[src/rtl/majority_table_decoder.sv]
module majority_table_decoder #(
  parameter int AW    = 12,
  parameter int NCOPY = 8
) (
  input  logic          clk,
  input  logic          rst_n,
  input  logic          start,
  input  logic [AW:0]   img_len,
  output logic          rd_en,
  output logic [AW-1:0] rd_addr,
  input  logic [7:0]    rd_data,
  output logic          tbl_we,
  output logic [15:0]   tbl_idx,
  output logic [7:0]    tbl_data,
  output logic          done,
  output logic          err,
  output logic          busy,
  output logic [7:0]    nmodes,
  output logic [7:0]    nregs
);
  localparam int KW     = $clog2(NCOPY);
  localparam int NCAND  = NCOPY / 2;
  localparam int THRESH = NCOPY / 2;

  typedef enum logic [1:0] {ST_IDLE, ST_FETCH, ST_DRAIN, ST_EVAL} st_t;
  typedef enum logic [1:0] {PH_MODES, PH_REGS, PH_PLAIN, PH_INV} ph_t;

  st_t            state;
  ph_t            phase;
  logic [KW-1:0]  k, kq;
  logic           vld_q;
  logic [15:0]    idx;
  logic [7:0]     nm_q, nr_q;
  logic [7:0]     cpy [NCOPY];
  logic [15:0]    sz;
  logic [31:0]    lin;
  logic           in_rng, eval, last, maj_ok;
  logic [7:0]     maj_val;

  function automatic logic [8:0] vote(input logic [7:0] c [NCOPY]);
    logic [8:0] r;
    int cnt;
    r = '0;
    for (int i = 0; i < NCAND; i++) begin
      cnt = 0;
      for (int j = i + 1; j < NCOPY; j++)
        if (c[j] == c[i]) cnt++;
      if (!r[8] && cnt > THRESH) r = {1'b1, c[i]};
    end
    return r;
  endfunction

  assign sz = nm_q * nr_q;

  always_comb begin
    case (phase)
      PH_MODES: lin = 32'(k);
      PH_REGS:  lin = NCOPY + 32'(k);
      PH_PLAIN: lin = 2*NCOPY + (32'(k) * 2) * 32'(sz) + 32'(idx);
      default:  lin = 2*NCOPY + (32'(k) * 2 + 1) * 32'(sz) + 32'(idx);
    endcase
  end

  assign in_rng   = lin < 32'(img_len);
  assign rd_en    = (state == ST_FETCH) && in_rng;
  assign rd_addr  = lin[AW-1:0];
  assign {maj_ok, maj_val} = vote(cpy);
  assign eval     = state == ST_EVAL;
  assign last     = idx == sz - 16'd1;
  assign busy     = state != ST_IDLE;
  assign nmodes   = nm_q;
  assign nregs    = nr_q;
  assign tbl_we   = eval && phase[1] && maj_ok;
  assign tbl_idx  = idx;
  assign tbl_data = (phase == PH_INV) ? ~maj_val : maj_val;
  assign done     = (tbl_we && last) ||
                    (eval && phase == PH_REGS && maj_ok && (maj_val == 8'd0 || nm_q == 8'd0));
  assign err      = (state == ST_FETCH && !in_rng) ||
                    (eval && !maj_ok && phase != PH_PLAIN);

  always_ff @(posedge clk) begin
    if (!rst_n) begin
      vld_q <= 1'b0;
      kq    <= '0;
      for (int i = 0; i < NCOPY; i++) cpy[i] <= '0;
    end else begin
      vld_q <= rd_en;
      kq    <= k;
      if (vld_q) cpy[kq] <= rd_data;
    end
  end

  always_ff @(posedge clk) begin
    if (!rst_n) begin
      state <= ST_IDLE;
      phase <= PH_MODES;
      k     <= '0;
      idx   <= '0;
      nm_q  <= '0;
      nr_q  <= '0;
    end else begin
      case (state)
        ST_IDLE: if (start) begin
          state <= ST_FETCH;
          phase <= PH_MODES;
          k     <= '0;
          idx   <= '0;
          nm_q  <= '0;
          nr_q  <= '0;
        end
        ST_FETCH:
          if (!in_rng)                         state <= ST_IDLE;
          else if (k == KW'(NCOPY - 1))        state <= ST_DRAIN;
          else                                 k <= k + 1'b1;
        ST_DRAIN: state <= ST_EVAL;
        default: begin
          k     <= '0;
          state <= ST_FETCH;
          case (phase)
            PH_MODES:
              if (maj_ok) begin
                nm_q  <= maj_val;
                phase <= PH_REGS;
              end else state <= ST_IDLE;
            PH_REGS:
              if (maj_ok) begin
                nr_q <= maj_val;
                if (maj_val == 8'd0 || nm_q == 8'd0) state <= ST_IDLE;
                else phase <= PH_PLAIN;
              end else state <= ST_IDLE;
            PH_PLAIN:
              if (!maj_ok)   phase <= PH_INV;
              else if (last) state <= ST_IDLE;
              else           idx <= idx + 16'd1;
            default:
              if (!maj_ok)   state <= ST_IDLE;
              else if (last) state <= ST_IDLE;
              else begin
                idx   <= idx + 16'd1;
                phase <= PH_PLAIN;
              end
          endcase
        end
      endcase
    end
  end

  p_end_excl_r11: assert property (@(posedge clk) disable iff (!rst_n) !(done && err));
  p_rise_start_r2: assert property (@(posedge clk) disable iff (!rst_n) $rose(busy) |-> $past(start));
  p_done_idle_r11: assert property (@(posedge clk) disable iff (!rst_n) done |=> !busy);
  p_err_idle_r7: assert property (@(posedge clk) disable iff (!rst_n) err |=> !busy);
  p_rd_range_r9: assert property (@(posedge clk) disable iff (!rst_n) rd_en |-> ({1'b0, rd_addr} < img_len));
  p_we_busy_r5: assert property (@(posedge clk) disable iff (!rst_n) tbl_we |-> busy && !err);
endmodule

[config.mk]
export PLATFORM = sky130hd
export DESIGN_NAME = majority_table_decoder
export DESIGN_NICKNAME = d
export VERILOG_FILES = /design/src/rtl/majority_table_decoder.sv
export SDC_FILE = /design/constraint.sdc
export NUM_CORES = 1
export LEC_CHECK = 0
export BUFFER_PORTS_ARGS = -buffer_cell sky130_fd_sc_hd__buf_2
export CORE_ASPECT_RATIO = 1.5
export CORE_UTILIZATION = 35
export DETAILED_ROUTE_END_ITERATION = 16
export GPL_TIMING_DRIVEN = 0
export HOLD_SLACK_MARGIN = 0.08
export MAX_ROUTING_LAYER = met4
export PLACE_DENSITY = 0.5
export SLEW_MARGIN = 20
export SYNTH_ARGS = -nofsm -noshare
export SYNTH_HDL_FRONTEND = slang
export SYNTH_SLANG_ARGS = --single-unit
[constraint.sdc]
create_clock -name clk -period 11.65 [get_ports clk]
set_clock_uncertainty 0.1 [all_clocks]
set_input_delay 0 -clock clk [delete_from_list [all_inputs] [get_ports clk]]
set_output_delay 0 -clock clk [all_outputs]
set_load 0.01 [all_outputs]
* After elaboration in Yosys (flattened, before gate mapping)
Cells that the tools add are included.
** Storage, ports and cells
- Bits of input ports :: 24
- Word-level logic and storage cells :: 204
- Register bits :: 107
- Output and inout port bits :: 57
** Operators by class
- Add/sub/neg operators :: 27
- Reduce and logical (&&, ||, !) cells :: 39
- Bitwise logic cells :: 4
- Order comparisons :: 7
- Multiply operators :: 3
- Eq/ne operators :: 42
- Multiplexer cells :: 66
** Operators with widths (count)
- $add A32 B2 Y32 const B :: 18
- $mux W32 :: 18
- $eq A8 B8 Y1 :: 22
- $gt A32 B4 Y1 const B :: 4
- $pmux W23 S3 :: 1
- $bwmux W64 :: 1
- $mux W16 :: 4
- $mux W8 :: 6
- $mux W9 :: 4
- $lt A32 B13 Y1 :: 1
- $pmux W16 S2 :: 1
- $pmux W8 S2 :: 2
- $demux W8 S3 :: 1
- $add A22 B16 Y23 :: 1
- $add A21 B16 Y22 :: 1
- $add A5 B21 Y22 const A :: 1
- $mux W2 :: 11
- $add A5 B20 Y21 const A :: 1
- $mul A5 B16 Y21 :: 1
- $mul A3 B16 Y19 :: 1
- $pmux W2 S3 :: 3
- $add A16 B1 Y16 const B :: 1
- $eq A16 B16 Y1 :: 1
- $logic_not A8 Y1 :: 2
- other kinds (32) :: 81

* Logic depth before layout (Yosys ltp)
Gate-level depths: netlist of run 1.
- Word-level depth :: 31
- Mapped depth :: 42
- Depth with buffers taken out :: 41

* Least setup slack after synthesis of run 1
No wires, ideal clock.
- Path type :: flip-flop to flip-flop
- Start point :: register nm_q[0], in the netlist nmodes[0]
- End point :: register state[0]
- Stages on the path, launching flop included :: 36
- Setup time :: 0.074 ns
- Data required time :: 11.476 ns
- Path slack :: 2.668 ns
- Arrival :: 8.808 ns
- Cell sequence :: dfxtp_1 clkbuf_1 nand2_1 fa_1 fa_1 fa_1 fa_1 inv_1 ha_1 o21a_1 a221oi_1 clkbuf_1 inv_1 fa_1 inv_1 fa_1 fa_1 ha_1 ha_1 a41o_1 a21oi_1 o21ai_0 a31o_2 xor2_1 nand2_1 a21oi_1 ha_1 nor3_1 nand2_1 o22ai_1 o211a_1 a22o_1 o211a_1 and2_1 a21oi_1 a31oi_1
** Between the ends
- Cells in the longest elaborated chain, start to end :: 8
- Elaborated cells between the ends (all ways) :: 23
- Those cells by class :: 5 x add/sub; 3 x mul; 1 x order compare; 2 x eq/ne; 9 x mux; 3 x reduce/logical
** RTL lines
- start, declared :: RTL line 33 : logic [7:0] nm_q, nr_q;
- start signal, assigned :: RTL line 122 : nm_q <= maj_val;
- $mul A8 B8 Y16 :: RTL line 53 : assign sz = nm_q * nr_q;
- $mul A5 B16 Y21 or $mul A3 B16 Y19 (tied branches) :: RTL line 60, 59
- $add A5 B21 Y22 or $add A5 B20 Y21 (tied branches) :: RTL line 60, 59
- $add A22 B16 Y23 or $add A21 B16 Y22 (tied branches) :: RTL line 60, 59
- $pmux W23 S3 :: RTL line 56 : case (phase)
- $lt A32 B13 Y1 :: RTL line 64 : assign in_rng = lin < 32'(img_len);
- $mux W2 or $ne A3 B2 Y1 (tied branches)
- $pmux W2 S3 or $reduce_and A2 Y1 (tied branches)
- end signal, assigned :: RTL line 104 : state <= ST_FETCH;
- end signal, assigned :: RTL line 112 : if (!in_rng) state <= ST_IDLE;
- end signal, assigned :: RTL line 113 : else if (k == KW'(NCOPY - 1)) state <= ST_DRAIN;
- end, declared :: RTL line 28 : st_t state;
Parallel ways exist; a longest one is shown, timed or not.
A chain may end at the register's enable or synchronous reset.

* Final worst setup path of run 1
- Start point :: register nm_q[0], in the netlist nmodes[0]
- End point :: output port err
** Between the ends
- Cells in the longest elaborated chain, start to end :: 9
- Elaborated cells between the ends (all ways) :: 12
- Those cells by class :: 4 x add/sub; 3 x mul; 1 x order compare; 1 x mux; 3 x reduce/logical
** RTL lines
- $mul A8 B8 Y16 * :: RTL line 53
- $mul A5 B16 Y21 or $mul A3 B16 Y19 (tied branches) :: RTL line 60, 59
- $add A5 B21 Y22 or $add A5 B20 Y21 (tied branches) :: RTL line 60, 59
- $add A22 B16 Y23 or $add A21 B16 Y22 (tied branches) :: RTL line 60, 59
- $pmux W23 S3 * :: RTL line 56
- $lt A32 B13 Y1 * :: RTL line 64
- $logic_not A1 Y1 *
- $logic_and A1 B1 Y1 * :: RTL line 78 : assign err = (state == ST_FETCH && !in_rng) ||
- $logic_or A1 B1 Y1 * :: RTL line 78
- end, declared :: RTL line 16 : output logic err,
Every way passes the cells marked *; elsewhere a longest branch is shown, timed or not.

==> results.txt, run 1 <==
- Largest cells by area after synthesis: sky130_fd_sc_hd__ha_1 (14%), sky130_fd_sc_hd__dfxtp_1 (13%), sky130_fd_sc_hd__fa_1 (11%), sky130_fd_sc_hd__xnor2_1 (6.9%), sky130_fd_sc_hd__xor2_1 (6.4%)
- The Yosys step of the flow raised 0 warnings.
* Peak VDD IR: 0.275 mV
- During I/O placement, the number of pins put on the boundary was 81.
- The first global-routing pass estimated 81400 µm of wire.
* Launch point of the worst reg-to-reg path: nmodes[0]$_SDFFE_PN0P_
- From bottom edge to top edge, the die measures 269 µm.
* Maximum Capacitance Violations: 0
- Antenna cell count: 0
* Worst min-delay path startpoint: rst_n
* Final hold vios: 0
* Setup repair after global routing missed its margin: false
* Final sum of negative setup slack: 0 ns
- The total area inside the core boundary comes to 46800 µm².
- Number of buffers inserted during clock tree synthesis: 9
* Routed wire length per instance: 19.0 µm
- Mean number of vias per cell: 5.23
- The H-tree was split into 3 levels.
- # rows: 97
* Starting DRC count in detailed routing: 542
- The clock period could shrink to 10.90 ns.
- Status: completed
- The clock passes through at most 2 buffers.
* Placer's final routability congestion estimate: 0.917
- Headroom to the max-slew limit came out at 33.8%.
- For this run, the detailed router's first-pass iteration total came to 5.
- Number of port buffers: 72
- Met1 capacity usage during global routing: 22.7%
- For the pin with the worst max-slew slack, the measured transition is 0.990 ns.
- The die covers 48600 µm².
* Fraction of met2 tracks used by global routing: 42.7%
- Initial antenna violation count: 0
- After global routing, the most crowded layer is met2.
- Based on the critical path, the design can be clocked at up to 91.7 MHz.
* Maximum fanout along the worst path: 10
* Wirelength, routed: 52300 µm
- The tightest min-delay check is of the input pin to flip-flop type.
* Via count of the first global-routing pass: 14546
- Summing over every cut layer, the via total after detailed routing is 14396.
- Die outline width: 180 µm
* Fin crit share: 93.6%
- Largest net degree at the start of global routing: 24
- The synthesized design contains 0 enable-type register cells.
- In the global route stage, overall resource usage came out at 22.3%.
* Number of cells produced by synthesis: 2062
* Global route total overflow: 0
- From synthesis to final layout, the design area changed by 9.19%.
- Standard cell with the maximum stage delay on the critical path: sky130_fd_sc_hd__nor4_1
- Final net count: 2452
- Static leakage: 9.07 nW
- Cell accounting for the most synthesized area: sky130_fd_sc_hd__ha_1
- Register bit count reported by yosys: 107
- The tree built by TritonCTS fans out to 107 sinks.
- Arrival time of data at the critical path endpoint: 10.80 ns
- Number of unique standard cell types used by synthesis: 96
- Proportion of register bits with asynchronous set or reset after synthesis: 0%
- Cell at the root of the clock tree: sky130_fd_sc_hd__clkbuf_16
- The number of max-slew violations in the final report was 0.
* DRT antenna net count: 0
* Fraction of met3 tracks used by global routing: 2.04%
- The critical path is of the flip-flop to output port type.
- Initial Utilization: 35.6%
- Commonest register cell after synthesis: sky130_fd_sc_hd__dfxtp_1
- Of the cells placed in the final design, the portion with a size suffix greater than 1 is 10.6%.
- Sequential element share of the synthesized area: 12.8%
- Finished Layout Cells: 2753
- Synthesis produced a netlist with a net count of 2360.
- In this run the worst setup path begins at nmodes[0]$_SDFFE_PN0P_.
- The worst setup path is launched from a flip-flop.
- Combined area of all synthesized cells: 16700 µm²
- Final HPWL DP: 42700 µm
* Clk slew on worst S/H paths: 0.10 ns
- Most common cell after layout, fill and taps aside: sky130_fd_sc_hd__nand2_1
* Clk Latency, worst-skew pair: 0.39 ns
- Cell repeated most along the worst path: sky130_fd_sc_hd__fa_1
* Longest individual stage delay on the worst path: 0.66 ns
- Endpoint type of the worst setup path: output port
* CTS tree: built
- Finish-stage setup viols: 0
* Dpl cells: 2728
- Power comes to 0.00286 W.
- Avg Cell Area, Syn: 8.09 µm²
- Highest-count cells in the layout ignoring fill and taps: sky130_fd_sc_hd__nand2_1 (229), sky130_fd_sc_hd__inv_1 (218), sky130_fd_sc_hd__ha_1 (182)
- Required arrival time at the worst endpoint: 11.55 ns
* Number of design rule violations left after detail routing: 0
- In this run the power density over the cells is 157 nW/µm².
* Share of Yosys cell area claimed by the top area cell type: 13.6%
-- what timing repair did --
item                                    CTS  global route
resized for setup                         0             3
endpoints found under the hold margin    51             0
hold buffers                              9             0
setup buffers                             0             0
endpoints found under the setup margin    0             2
-- final cells by class --
class / instances / area [µm²]
plain buffers: 128 / 676
clock buffers: 9 / 225
clock inverters: 7 / 93.8
fillers: 4908 / 28600
inverters: 223 / 837
multi-input cells: 1604 / 13100
flip-flops and latches: 107 / 2140
well taps: 594 / 743
repair buffers: 81 / 450
-- worst max-delay path: cells and delay by family (launching register included) --
kind                       cells  cell delay (ns)
DFF                            1             0.51
buffers and inverters          6             1.10
and+or+nand+nor                4             1.02
adders and majority gates     11             4.96
xor gates and xnor gates       1             0.21
AOI/OAI and AO/OA             11             2.60
-- logic make-up after synthesis --
| group | Yosys count | synth area share (%) |
|---|---|---|
| AOI/OAI and AO/OA | 335 | 14.2 |
| xor gates and xnor gates | 258 | 14.1 |
| adders and majority gates | 277 | 24.9 |
| buffers and inverters | 351 | 9.06 |
| DFF | 107 | 12.8 |
| muxes | 72 | 4.56 |
| and+or+nand+nor | 662 | 20.5 |
-- flip-flops by register name, summed over array words and instances, names as in the netlist --
name,count
cpy,64
k,3
kq,3
nmodes,8
nregs,8
phase,2
state,2
tbl_idx,16
vld_q,1
-- where the power goes --
group,switching (W),total (W),leakage (nW),internal [W]
Clock,0.000179,0.000335,0.154,0.000157
Combinational,0.00120,0.00212,8.05,0.000917
Sequential,0.0000215,0.000405,0.864,0.000383
-- final timing paths --
path	end	cells past startpoint	slack, ns
setup / recovery	err	33	0.75
hold / removal	state[0]$_SDFFE_PN0P_	5	0.08
setup reg to reg	k[1]$_SDFFE_PN0P_	34	1.00
hold reg to reg	state[1]$_SDFFE_PN0P_	2	0.48
-- synth_stat cells, drive strengths merged, types with 6 or more instances --
master   number
a21o         22
nand3        27
or4           9
o211ai       11
nor4         34
or3          21
o2111ai       6
buf          73
a21oi        62
nand2       230
dfxtp       107
a211oi       13
o22ai         6
nand2b       10
a31oi        11
o31ai        12
mux2i        46
a21boi       67
nor2         95
mux2         26
nand4        40
xor2        121
inv         223
and2         72
ha          182
clkbuf       55
o21a         16
and3         16
xnor2       133
nor2b        49
nor3         31
or2          10
o21ai        58
fa           92
-- metal layers --
metal,vias up,wire [µm]
li1,7099,-
met1,6951,19900
met2,252,28800
met3,94,1320
met4,0,2320
met5,-,0
-- per-stage QoR --
stage / hold WS, ns / area, µm² / setup WS, ns / util, %
global route: 0.119 / 18200 / 0.178 / 38.9
floorplan: 0.161 / 16700 / 2.67 / -
global placement: 0.314 / 17800 / 0.674 / 38.0
CTS: 0.0829 / 18200 / 0.240 / 38.9
finish: 0.0786 / 18200 / 0.748 / 38.9
detailed placement: 0.317 / 17800 / 0.589 / 38.0
Note: power is estimated with default switching activity, not from simulation.
==> inputs of run 2 (changes only) <==
- ABC_AREA: unset -> 1
==> run 2 against run 1 <==
Die area shrank 1.0%. Count of clock-buffer cells in the layout unchanged. Global-route usage up 3.8 points. Synthesized area shrank 1.0%. Core utilization barely moved. Fmax grew 6.9%. Via count increased by 13%. Register-to-register slack gained 0.51 ns. Routed wire length increased by 14%. Sequential power grew 5.4%. Total power increased by 29%. Non-clock buffer count down 26. Critical endpoint is now rd_en. Largest cell class unchanged. Largest power group unchanged.
==> results.txt, run 2 <==
- Endpoint type of the worst setup path: output port
- Routed wire length per instance: 18.7 µm
* Placer's final routability congestion estimate: 0.962
- For this block, the routed nets add up to 59600 µm of wire.
* Count of fill cells added during filler insertion: 5115
- In the final layout, the multi-input gates occupy 12200 µm².
- Maximum Capacitance Violations: 0
- Number of flip-flops in the largest register: 64
- In the synthesized netlist the dominant register cell turns out to be sky130_fd_sc_hd__dfxtp_1.
- Setup violations remaining at the end of the flow were counted as 0.
- Clk slew on worst S/H paths: 0.09 ns
- Final net count: 2888
- Ports placed on the boundary: 81
* Final sum of negative setup slack: 0 ns
- After floorplanning, the core was sized to cover 46600 µm².
* DRT antenna net count: 0
- After detailed routing, the number of remaining DRC violations is 0.
- In this run the power density over the cells is 204 nW/µm².
* Starting DRC count in detailed routing: 834
- Final HPWL DP: 49700 µm
* Setup repair after global routing missed its margin: false
- Cell at the root of the clock tree: sky130_fd_sc_hd__clkbuf_16
- Max Clk Rate: 98.1 MHz
* Share of Yosys cell area claimed by the top area cell type: 13.8%
- For this run, the slowest stage of the critical path takes 0.58 ns.
- Data arrives at the worst endpoint at 10.10 ns.
* Static leakage: 9.91 nW
- Global routing consumed, over all layers together, 26.1% of the routing resources.
- The initial utilization of the core area, before any placement, comes to 35.4%.
- Number of port buffers: 80
- sky130_fd_sc_hd__ha_1 takes more of the synthesized area than any other cell.
- Vias: 16246
- Data on the critical path is required at its endpoint by 11.55 ns.
- # rows: 97
- Internal power: 0.00152 W
- Reg with most FFs: cpy
* Htree depth: 3
- The number of max-slew violations in the final report came to 0.
- Leaving out fill and tap cells, the most frequent cell in the layout is sky130_fd_sc_hd__nand2_1.
* Largest cells by area after synthesis: sky130_fd_sc_hd__ha_1 (14%), sky130_fd_sc_hd__dfxtp_1 (13%), sky130_fd_sc_hd__nand2_1 (12%), sky130_fd_sc_hd__fa_1 (11%), sky130_fd_sc_hd__inv_1 (8.6%)
* Cell repeated most along the worst path: sky130_fd_sc_hd__fa_1
* Initial DRT Pass Iterations: 7
* Buffer levels on the longest clock path: 2
* Sequential element share of the synthesized area: 13.0%
- Fraction of final layout cells sized beyond drive strength 1: 10.6%
- The first global-routing pass estimated 91100 µm of wire.
- Avg Cell Area, Syn: 6.64 µm²
- The clock network accounts for 9.9% of the total power.
- Clock period minus worst slack: 10.20 ns
- Die outline width: 179 µm
- In this run switching power makes up 58.9% of total power.
* Worst slew margin relative to its limit: 32.3%
- Die area: 48100 µm²
- Sink Count: 107
- Measured along the y axis, the die boundary spans 268 µm.
- Of all nets on the critical path, the largest fanout is 10.
- Standard cell with the maximum stage delay on the critical path: sky130_fd_sc_hd__fa_1
* Sequential standard cell area: 2140 µm²
* Via count of the first global-routing pass: 16279
- Yosys printed 0 warnings.
- Share of the core filled with cells in the final layout: 38.9%
- Initial antenna violation count: 0
- Counting every instance in the synthesized netlist gives 2488.
* Status: completed
- Most common cell in the synthesized netlist: sky130_fd_sc_hd__nand2_1
- Clk Latency, worst-skew pair: 0.38 ns
- Of the total power, registers draw 11.6%.
* Slew of the pin with the lowest slew margin: 1.00 ns
- The number of nets in the synthesized netlist is 2786.
- Relative contribution of combinational cells to total power: 78.5%
* Final hold vios: 0
- Entering global routing, the biggest net connects 21 pins.
* EDFF count, synth: 0
* Highest-count cells in the layout ignoring fill and taps: sky130_fd_sc_hd__nand2_1 (544), sky130_fd_sc_hd__inv_1 (378), sky130_fd_sc_hd__nor2_1 (244)
* Area overhead of the layout relative to synthesis: 9.66%
- Mean number of vias per cell: 5.09
* Proportion of register bits with asynchronous set or reset after synthesis: 0%
* Antenna cell count: 0
- After synthesis the netlist holds a flip-flop and latch count of 107.
* Net Switching: 0.00218 W
* Leading cell types by count after synthesis: sky130_fd_sc_hd__nand2_1 (544), sky130_fd_sc_hd__inv_1 (378), sky130_fd_sc_hd__nor2_1 (244)
* Worst min path class: input pin to flip-flop
- Counting distinct cell types in the post-synthesis netlist gives 65.
- Combined area of all synthesized cells: 16500 µm²
* CP Launch Type: flip-flop
* CTS tree: built
- Global route total overflow: 0
- Quantity of gates resized following cts: 0
- The worst path uses 87.5% of the clock period.
- The setup path with the least slack is of type flip-flop to output port.
* Peak VDD IR: 0.291 mV
- Number of buffers inserted during clock tree synthesis: 9
## run 2: what timing repair did
action,CTS,global route
endpoints found under the hold margin,69,0
setup buffers,0,0
hold buffers,10,0
## run 2: routing by layer
metal / part of all wire, % / global-route usage [%]
met3: 2.9 / 2.45
met1: 35 / 24.9
met5: 0 / -
met2: 54 / 49.2
met4: 7.4 / 17.2
## run 2: cells by family (layout without fill, tap and decap cells)
| logic type | after synthesis | count (layout) | synth area share (%) |
|---|---|---|---|
| flops | 107 | 107 | 13.0 |
| xor+xnor | 144 | 144 | 7.82 |
| compound gates | 369 | 369 | 12.5 |
| fa+ha+maj | 274 | 274 | 24.9 |
| mux | 1 | 1 | 0.0682 |
| buf+inv | 520 | 627 | 13.3 |
| simple gates | 1073 | 1073 | 28.4 |
## run 2: cell type report
class | count | area share, %
buffer | 92 | 3.09
clock buffer | 9 | 1.24
clock inverter | 7 | 0.663
inverter | 428 | 9.04
multi-input combinational | 1861 | 67.2
sequential | 107 | 11.8
tap | 594 | 4.10
timing repair buffer | 91 | 2.79
## run 2: worst paths after layout
kind	start	to	slack (ns)	depth (start not counted)
worst max register to register	nmodes[2]$_SDFFE_PN0P_	state[0]$_SDFFE_PN0P_	1.51	39
worst max-delay path	nmodes[2]$_SDFFE_PN0P_	rd_en	1.45	34
worst min-delay path	rd_data[5]	cpy[5]$_SDFFE_PN0P_	0.43	4
worst min register to register	cpy[30]$_SDFFE_PN0P_	cpy[30]$_SDFFE_PN0P_	0.49	2
## run 2: critical path: cells and delay by family (launching register included)
kind	cells	cell delay [ns]
buffers and inverters	5	0.83
and+or+nand+nor	7	1.44
xor gates and xnor gates	1	0.37
adders and majority gates	10	4.63
AOI/OAI and AO/OA	11	1.98
DFF	1	0.44
## run 2: power by group through the flow
stage	logic [W]	registers (W)	clock network (W)
2_1_floorplan	0.00207	0.000436	0
3_3_place_gp	0.00285	0.000436	0
3_5_place_dp	0.00288	0.000436	0
4_1_cts	0.00290	0.000428	0.000376
5_1_grt	0.00323	0.000431	0.000388
6_report	0.00290	0.000427	0.000368
## run 2: stage by stage
step | cells | setup WS, ns | hold WS (ns) | power (W) | instance area (µm²)
finish | 3189 | 1.45 | 0.434 | 0.00370 | 18100
global route | 3189 | 0.734 | 0.468 | 0.00405 | 18100
CTS | 3188 | 1.25 | 0.418 | 0.00371 | 18100
detailed placement | 3162 | 1.35 | 0.281 | 0.00332 | 17700
global placement | 3162 | 1.34 | 0.276 | 0.00329 | 17700
floorplan | 2488 | 3.07 | 0.0349 | 0.00251 | 16500
==> inputs of run 3 (changes only) <==
- REMOVE_ABC_BUFFERS: unset -> 1
==> run 3 against run 2 <==
Count of clock-buffer cells in the layout rose by 4. Largest power group unchanged. Die area unchanged. First-iteration DRC count down 2.8%. Register-to-register slack gained 0.14 ns. Critical path type unchanged. Highest routed layer unchanged. Final cell count decreased by 2.9%.
==> results.txt, run 3 (synthesis results as in run 2) <==
- The run finished with clean final reports.
- The tightest min-delay check is of the input pin to flip-flop type.
- Setup repair after global routing missed its margin: false
- Data on the critical path is required at its endpoint by 11.55 ns.
* Number of port buffers: 80
- The number of setup buffers added after CTS is 0.
- In this run the remaining antenna-violating nets after routing total 0.
- The total overflow left after global routing is 0.
* Die outline width: 179 µm
- Clock period minus worst slack: 10.07 ns
* Cell repeated most along the worst path: sky130_fd_sc_hd__fa_1
- The post-route netlist has 9.08% of its cells at a drive strength greater than 1.
- Initial DRT Pass Iterations: 11
- The layout has 5044 filler cells.
* Standard cell with the maximum stage delay on the critical path: sky130_fd_sc_hd__dfxtp_1
- The number of max-slew violations in the final report came to 0.
- After routing the design area is 17500 µm².
* Initial Utilization: 35.4%
* Critical path type: flip-flop to output port
- CTS placed an instance of sky130_fd_sc_hd__clkbuf_16 at the clock tree root.
- Row generation in the floorplan step produced 97 rows.
* Final hold vios: 0
- Static leakage: 9.58 nW
- Starting DRC count in detailed routing: 811
- The number of antenna violations at the first check in global routing came to 0.
* Most common cell after layout, fill and taps aside: sky130_fd_sc_hd__nand2_1
- Area overhead of the layout relative to synthesis: 6.18%
- Global-route wire length before repair: 84500 µm
- Fin crit share: 86.4%
- Finish-stage setup viols: 0
- After routing, the total negative slack on setup checks comes to 0 ns.
* CTS tree: built
- For this block, the routed nets add up to 54600 µm of wire.
- The top cell types in the final layout, fill and taps aside, are sky130_fd_sc_hd__nand2_1 (544), sky130_fd_sc_hd__inv_1 (378), sky130_fd_sc_hd__nor2_1 (244).
* Via count of the first global-routing pass: 15535
- Entering global routing, the biggest net connects 89 pins.
- Slew of the pin with the lowest slew margin: 1.12 ns
* Buffer levels on the longest clock path: 2
* Post-place instance area: 17100 µm²
- Maximum fanout along the worst path: 11
- The worst setup path is captured at an output port.
- Summed over all nets, the half-perimeter wirelength after detailed placement is 45200 µm.
* Longest individual stage delay on the worst path: 0.62 ns
- Maximum Capacitance Violations: 0
- Routed wire length per instance: 17.7 µm
- CTS saw 107 sinks.
- Max Clk Rate: 99.3 MHz
* Ports placed on the boundary: 81
* Htree depth: 3
* Pwr/cell area: 200 nW/µm²
* Placer's final routability congestion estimate: 0.998
* CORE AREA: 46600 µm²
- In this run the tightest slew margin relative to its limit is 25.0%.
- Clk slew on worst S/H paths: 0.07 ns
* Number of buffers inserted during clock tree synthesis: 9
- Across all hold checks on the routed design, the worst slack comes to 0.134 ns.
- Aggregate global-route resource usage: 23.8%
- Mean number of vias per cell: 5.07
* Number of design rule violations left after detail routing: 0
- Final net count: 2794
- Clk Latency, worst-skew pair: 0.39 ns
- Arrival time of data at the critical path endpoint: 9.97 ns
* CP Launch Type: flip-flop
- Vias: 15703
* Die Y: 268 µm
- Die area: 48100 µm²
* Peak VDD IR: 0.265 mV
- Antenna cell count: 0
- Reg with most FFs: cpy
- Number of flip-flops in the largest register: 64
[run 3: changes by cell type in the layout (fill, tap and decap cells not counted), moves of 3 or more]
cell / change
sky130_fd_sc_hd__clkbuf_1: -39
sky130_fd_sc_hd__buf_4: -17
sky130_fd_sc_hd__buf_6: -15
sky130_fd_sc_hd__buf_2: -14
sky130_fd_sc_hd__buf_1: -3
sky130_fd_sc_hd__clkbuf_8: +3
[run 3: cell type report]
| class | count | area, µm² | area share (%) |
|---|---|---|---|
| inverter | 428 | 1640 | 9.33 |
| timing repair buffer | 89 | 493 | 2.81 |
| tap | 594 | 743 | 4.24 |
| clock inverter | 3 | 68.8 | 0.392 |
| clock buffer | 13 | 270 | 1.54 |
| multi-input combinational | 1861 | 12200 | 69.5 |
| sequential | 107 | 2140 | 12.2 |
[run 3: what timing repair did]
action	CTS	global route
hold buffers	9	0
hold endpoints to repair	66	0
gates resized for setup	0	0
[run 3: final timing paths]
kind / slack, ns / start / cells past startpoint / endpoint
setup / recovery: 1.58 / nmodes[1]$_SDFFE_PN0P_ / 33 / rd_en
hold / removal: 0.13 / rst_n / 3 / cpy[33]$_SDFFE_PN0P_
setup reg to reg: 1.65 / nmodes[1]$_SDFFE_PN0P_ / 38 / state[0]$_SDFFE_PN0P_
hold reg to reg: 0.48 / cpy[27]$_SDFFE_PN0P_ / 2 / cpy[27]$_SDFFE_PN0P_
[run 3: through the flow]
stage | util (%) | total power (W) | instances | setup slack (ns)
6_report | 37.6 | 0.00351 | 3095 | 1.58
5_1_grt | 37.6 | 0.00384 | 3095 | 1.05
2_1_floorplan | - | 0.00240 | 2396 | 3.19
3_5_place_dp | 36.7 | 0.00316 | 3070 | 1.59
4_1_cts | 37.6 | 0.00354 | 3095 | 1.47
3_3_place_gp | 36.7 | 0.00313 | 3070 | 1.59
[run 3: per-layer routing]
| metal | global-route usage, % | vias to the layer above | wire (µm) |
|---|---|---|---|
| met5 | - | - | 0 |
| met4 | 12.5 | 0 | 2970 |
| met3 | 2.28 | 110 | 1390 |
| met2 | 45.7 | 319 | 30100 |
| met1 | 23.0 | 7374 | 20100 |
| li1 | - | 7900 | - |
[run 3: critical path, delay by kind of cell (launching register included)]
family | cells | cell delay (ns)
fa+ha+maj | 10 | 4.61
compound gates | 11 | 2.10
simple gates | 7 | 1.44
flops | 1 | 0.62
buf+inv | 4 | 0.42
xor+xnor | 1 | 0.39
[run 3: power breakdown]
part	internal [W]	total [W]	switching, W
registers	0.000402	0.000508	0.000107
clock network	0.000207	0.000359	0.000152
logic	0.000829	0.00264	0.00181
